`config.mk`:
```
export PLATFORM = sky130hd
export DESIGN_NAME = qchan_dbuf
export DESIGN_NICKNAME = d
export VERILOG_FILES = /design/src/rtl/qdb_pkg.sv /design/src/rtl/qdb_shadow.sv /design/src/rtl/qdb_active.sv /design/src/rtl/qdb_serial.sv /design/src/rtl/qchan_dbuf.sv
export SDC_FILE = /design/constraint.sdc
export NUM_CORES = 1
export LEC_CHECK = 0
export ABC_AREA = 1
export BUFFER_PORTS_ARGS = -buffer_cell sky130_fd_sc_hd__buf_4
export CORE_AREA = 2 2 39 41
export CTS_CLUSTER_SIZE = 14
export DETAILED_ROUTE_END_ITERATION = 10
export DIE_AREA = 0 0 41 43
export SLEW_MARGIN = 5
export SYNTH_ARGS = -nofsm -noshare
export SYNTH_HDL_FRONTEND = slang
export SYNTH_SLANG_ARGS = --single-unit
```
`constraint.sdc`:
```
create_clock -name clk -period 2.8 [get_ports clk]
set_clock_uncertainty 0.15 [all_clocks]
set_input_delay 0.56 -clock clk [delete_from_list [all_inputs] [get_ports clk]]
set_output_delay 0.56 -clock clk [all_outputs]
set_load 0.02 [all_outputs]
```
`src/rtl/qdb_pkg.sv`:
```
package qdb_pkg;
  localparam int unsigned QDB_QW_DEFAULT     = 4;
  localparam int unsigned QDB_FIDX_W_DEFAULT = 5;
  localparam logic        QDB_IDLE_BIT       = 1'b1;
endpackage

```
`src/rtl/qdb_shadow.sv`:
```
module qdb_shadow #(
  parameter int unsigned QW = 4
) (
  input  logic          clk,
  input  logic          rst,
  input  logic          wr_ok,
  input  logic [QW-1:0] wr_data,
  input  logic          load,
  output logic [QW-1:0] shadow_q,
  output logic          pend_q
);
  always_ff @(posedge clk) begin
    if (rst) begin
      shadow_q <= '1;
      pend_q   <= 1'b0;
    end else begin
      if (wr_ok) shadow_q <= wr_data;
      if (wr_ok)     pend_q <= 1'b1;
      else if (load) pend_q <= 1'b0;
    end
  end

  assert_wr_captured_R5: assert property (@(posedge clk) disable iff (rst)
    wr_ok |=> (pend_q && shadow_q == $past(wr_data)));
  assert_load_clears_R6: assert property (@(posedge clk) disable iff (rst)
    (load && !wr_ok) |=> !pend_q);
  assert_shadow_held_R8: assert property (@(posedge clk) disable iff (rst)
    !wr_ok |=> $stable(shadow_q));
endmodule

```
`src/rtl/qdb_active.sv`:
```
module qdb_active #(
  parameter int unsigned QW = 4
) (
  input  logic          clk,
  input  logic          rst,
  input  logic          load,
  input  logic [QW-1:0] shadow,
  output logic [QW-1:0] act_q,
  output logic [QW-1:0] act_nxt
);
  always_comb act_nxt = load ? shadow : act_q;

  always_ff @(posedge clk) begin
    if (rst) act_q <= '1;
    else     act_q <= act_nxt;
  end

  assert_load_takes_shadow_R6: assert property (@(posedge clk) disable iff (rst)
    load |=> (act_q == $past(shadow)));
  assert_hold_between_loads_R5: assert property (@(posedge clk) disable iff (rst)
    !load |=> $stable(act_q));
endmodule

```
`src/rtl/qdb_serial.sv`:
```
module qdb_serial #(
  parameter int unsigned QW     = 4,
  parameter int unsigned FIDX_W = 5
) (
  input  logic              clk,
  input  logic              rst,
  input  logic              send,
  input  logic [FIDX_W-1:0] frame_idx,
  input  logic [QW-1:0]     act_nxt,
  output logic              q_bit,
  output logic              q_valid
);
  import qdb_pkg::*;
  localparam int unsigned SEL_W = (QW > 1) ? $clog2(QW) : 1;

  logic [FIDX_W-1:0] slot_full;
  logic [SEL_W-1:0]  slot;
  logic              sel_bit;

  always_comb begin
    slot_full = frame_idx % FIDX_W'(QW);
    slot      = slot_full[SEL_W-1:0];
    sel_bit   = act_nxt[QW-1-int'(slot)];
  end

  always_ff @(posedge clk) begin
    if (rst) begin
      q_valid <= 1'b0;
      q_bit   <= QDB_IDLE_BIT;
    end else begin
      q_valid <= send;
      q_bit   <= send ? sel_bit : QDB_IDLE_BIT;
    end
  end

  assert_idle_when_off_R3: assert property (@(posedge clk) disable iff (rst)
    !q_valid |-> q_bit);
  assert_valid_latency_R2: assert property (@(posedge clk) disable iff (rst)
    1'b1 |=> (q_valid == $past(send)));
endmodule

```
`src/rtl/qchan_dbuf.sv`:
```
module qchan_dbuf #(
  parameter int unsigned QW     = qdb_pkg::QDB_QW_DEFAULT,
  parameter int unsigned FIDX_W = qdb_pkg::QDB_FIDX_W_DEFAULT
) (
  input  logic              clk,
  input  logic              rst,
  input  logic              mf_en,
  input  logic              mf_sync,
  input  logic [FIDX_W-1:0] frame_idx,
  input  logic              mf_start,
  input  logic              q_wr,
  input  logic [QW-1:0]     q_wdata,
  output logic              q_bit,
  output logic              q_valid
);
  logic          start_q;
  logic          start_edge;
  logic          load;
  logic          wr_ok;
  logic          send;
  logic          pend;
  logic [QW-1:0] shadow;
  logic [QW-1:0] act_q;
  logic [QW-1:0] act_nxt;

  always_ff @(posedge clk) begin
    if (rst) start_q <= 1'b0;
    else     start_q <= mf_start;
  end

  always_comb begin
    start_edge = mf_start & ~start_q;
    send       = mf_en & mf_sync;
    load       = start_edge & send & pend;
    wr_ok      = q_wr & mf_en;
  end

  qdb_shadow #(.QW(QW)) u_shadow (
    .clk(clk), .rst(rst), .wr_ok(wr_ok), .wr_data(q_wdata), .load(load),
    .shadow_q(shadow), .pend_q(pend)
  );

  qdb_active #(.QW(QW)) u_active (
    .clk(clk), .rst(rst), .load(load), .shadow(shadow),
    .act_q(act_q), .act_nxt(act_nxt)
  );

  qdb_serial #(.QW(QW), .FIDX_W(FIDX_W)) u_serial (
    .clk(clk), .rst(rst), .send(send), .frame_idx(frame_idx),
    .act_nxt(act_nxt), .q_bit(q_bit), .q_valid(q_valid)
  );

  assert_disabled_no_change_R8: assert property (@(posedge clk) disable iff (rst)
    !mf_en |=> ($stable(act_q) && $stable(shadow)));
  assert_unsynced_keeps_R9: assert property (@(posedge clk) disable iff (rst)
    (!mf_sync && !q_wr) |=> ($stable(act_q) && pend == $past(pend)));
  assert_held_strobe_no_load_R6: assert property (@(posedge clk) disable iff (rst)
    (mf_start && $past(mf_start)) |=> $stable(act_q));
  assert_nothing_pending_R7: assert property (@(posedge clk) disable iff (rst)
    (mf_start && !pend) |=> $stable(act_q));
endmodule

```
==> reports/qor.yml <==
status: "complete, no violations"
cts-root-buf: "clkbuf_4"
leakage_nw: 0.305
drcViolationCount: 0
clock_latency_ns: 0.27
synth_ff_type: "dfxtp_1"
path_class: "reg -> out"
dr.pass1.iters: 4
antenna_found_initial: 0
worstSetupStartpointType: "register"
postCtsSetupRepairBufs: 0
io_pins: 17
rows: 14
crit_path_end_kind: "output pin"
synthTopCellsByArea: "dfxtp_1 52%, nand3_1 20%, nand2_1 11%"
routabilityCongestion: 0.702
synth_common_cells: "18 x nand3_1, 14 x nand2_1, 12 x dfxtp_1"
cpMaxStageDelayCell: "dfxtp_1"
yosys_warnings: 0
hold_violations: 0
p_clk_frac: 0.380
post_cts_resize_count: 0
core-area_um2: 1380
rsz0062_at_grt: "no"
min_path_type: "reg -> reg"
r2r_cells: 5
synth.top_cell.area_share: 0.522
nNetsFinal: 92
synth_most_common_cell: "nand3_1"
crit_required_ns: 2.09
clock-sinks: 12
yosysTopAreaCell: "dfxtp_1"
async_reset_ff_frac: 0
sw_frac_of_total: 0.223
synthCells: 59
clkSlewWorstSetupHoldPaths_ns: 0.08
p_int_w: 0.000275
whs_path_depth: 2
syn_nets: 74
ir_drop_uv: 307
initial_core_util: 0.333
fill_cells: 157
path_cells: "buf_4"
met1_length_um: 385
ys_ff_latch: 12
via_per_inst: 4.62
grt_pass1_vias: 377
postRouteWirelength_um: 890
fin_area_um2: 614
combPwrFrac: 0.104
relSlewSlack: 0.823
crit_fanout: 1
clk_path_buf_depth: 2
whs_endpoint: "u_active.act_q[0]$_SDFF_PP1_"
die_x_um: 41
met2_length_um: 444
crit_buf_inv: 1
syn_avg_cell_area_um2: 7.80
syn_to_final_growth_pct: 33.4
grt_pass1_wl_um: 1580
synth_edf_count: 0
setup_violations: 0
place_area_um2: 578
dpl.hpwl_um: 690
top_layer: "met4"
tightestPinTransition_ns: 0.265
ctsHoldBuffers: 0
drv_cap: 0
setup_tns_ns: 0
avgRoutedWirePerCell_um: 9.67
port_buffers: 13
worstHoldStart: "u_active.act_q[0]$_SDFF_PP1_"
die_y_um: 43
htreeDepth: 1
netlist_area_um2: 460
p_switching_w: 0.0000791
vias: 425
rrSetupSlack_ns: 1.61
critPathTopFamily: "flip-flops"
dieArea_um2: 1760
met3_length_um: 44
antennaDiodeCount: 0
grt-ovfl-total: 0
reg2reg_from: "u_shadow.pend_q$_SDFFE_PP0P_"
period_minus_slack_ns: 1.42
drive_gt1_frac: 0.276
reg2reg_to: "u_serial.q_bit$_SDFF_PP1_"
synth_cell_types: 11
finalCritPeriodShare: 0.507
cts_tree: "done"
power_density_nw_per_um2: 577
max_freq_mhz: 704
crit_arrival_ns: 0.71
drt_iter0_markers: 6
cts-buffers-inserted: 3
power_frac_seq: 0.515
finalMaxSlewViolations: 0
synth_seq_area_share: 0.522
ant_nets: 0
gr-usage-all-layers: 0.137
grt_max_degree: 9
max_stage_delay_ns: 0.30
power groups by stage:
| stage | sequential [W] | clock [W] | combinational, W |
|---|---|---|---|
| after global routing | 0.000184 | 0.000151 | 0.0000418 |
| after detailed placement | 0.000186 | 0 | 0.0000373 |
| final | 0.000183 | 0.000135 | 0.0000370 |
| after global placement | 0.000186 | 0 | 0.0000364 |
| after CTS | 0.000182 | 0.000140 | 0.0000375 |
| after floorplan | 0.000187 | 0 | 0.0000179 |
logic make-up (layout without fill, tap and decap cells):
family / Yosys count / count (layout) / share of synthesized area
simple gates: 40 / 40 / 0.418
flops: 12 / 12 / 0.522
buf+inv: 6 / 23 / 0.0489
compound gates: 1 / 1 / 0.0109
worst max-delay path by stage:
stage,startpoint,end,cells after the start
6_report,u_serial.q_bit$_SDFF_PP1_,q_bit,1
5_1_grt,u_serial.q_bit$_SDFF_PP1_,q_bit,1
4_1_cts,u_serial.q_bit$_SDFF_PP1_,q_bit,1
3_5_place_dp,mf_start,u_serial.q_bit$_SDFF_PP1_,8
3_3_place_gp,mf_start,u_serial.q_bit$_SDFF_PP1_,8
2_1_floorplan,mf_start,u_serial.q_bit$_SDFF_PP1_,7
layer usage:
| layer | vias up | GRT usage |
|---|---|---|
| met3 | 2 | 0.0785 |
| met5 | - | 0 |
| met2 | 10 | 0.197 |
| met4 | 0 | 0.0800 |
| met1 | 186 | 0.150 |
| li1 | 227 | - |
cell type report:
type	instances	area, um^2	share of cell area
sequential	12	240	0.391
multi-input combinational	41	198	0.322
timing repair buffer	13	97.6	0.159
clock buffer	4	36.3	0.0591
inverter	6	22.5	0.0367
tap	16	20.0	0.0326
registers in the layout (all words and copies together), names as in the netlist:
register,cells
start_q,1
u_active.act_q,4
u_serial.q_bit,1
u_serial.q_valid,1
u_shadow.pend_q,1
u_shadow.shadow_q,4
per-stage QoR:
stage	setup slack, ns	std cells	util	power [W]	hold WS (ns)
final	1.38	92	0.444	0.000354	0.307
after CTS	1.37	92	0.444	0.000360	0.308
after floorplan	1.47	59	-	0.000204	0.274
after global routing	1.33	92	0.444	0.000376	0.305
after detailed placement	1.26	88	0.418	0.000224	0.291
after global placement	1.25	88	0.418	0.000223	0.287
placed cells by master (no fill, tap or decap):
cell,n
nor2_1,4
inv_1,5
buf_4,13
nand3_2,1
a21oi_1,1
nand2_1,14
clkbuf_4,3
nand3b_1,1
nor2_4,1
dfxtp_1,12
nand2_2,1
nand3_1,18
clkbuf_8,1
inv_2,1
Note: power is estimated with default switching activity, not from simulation.
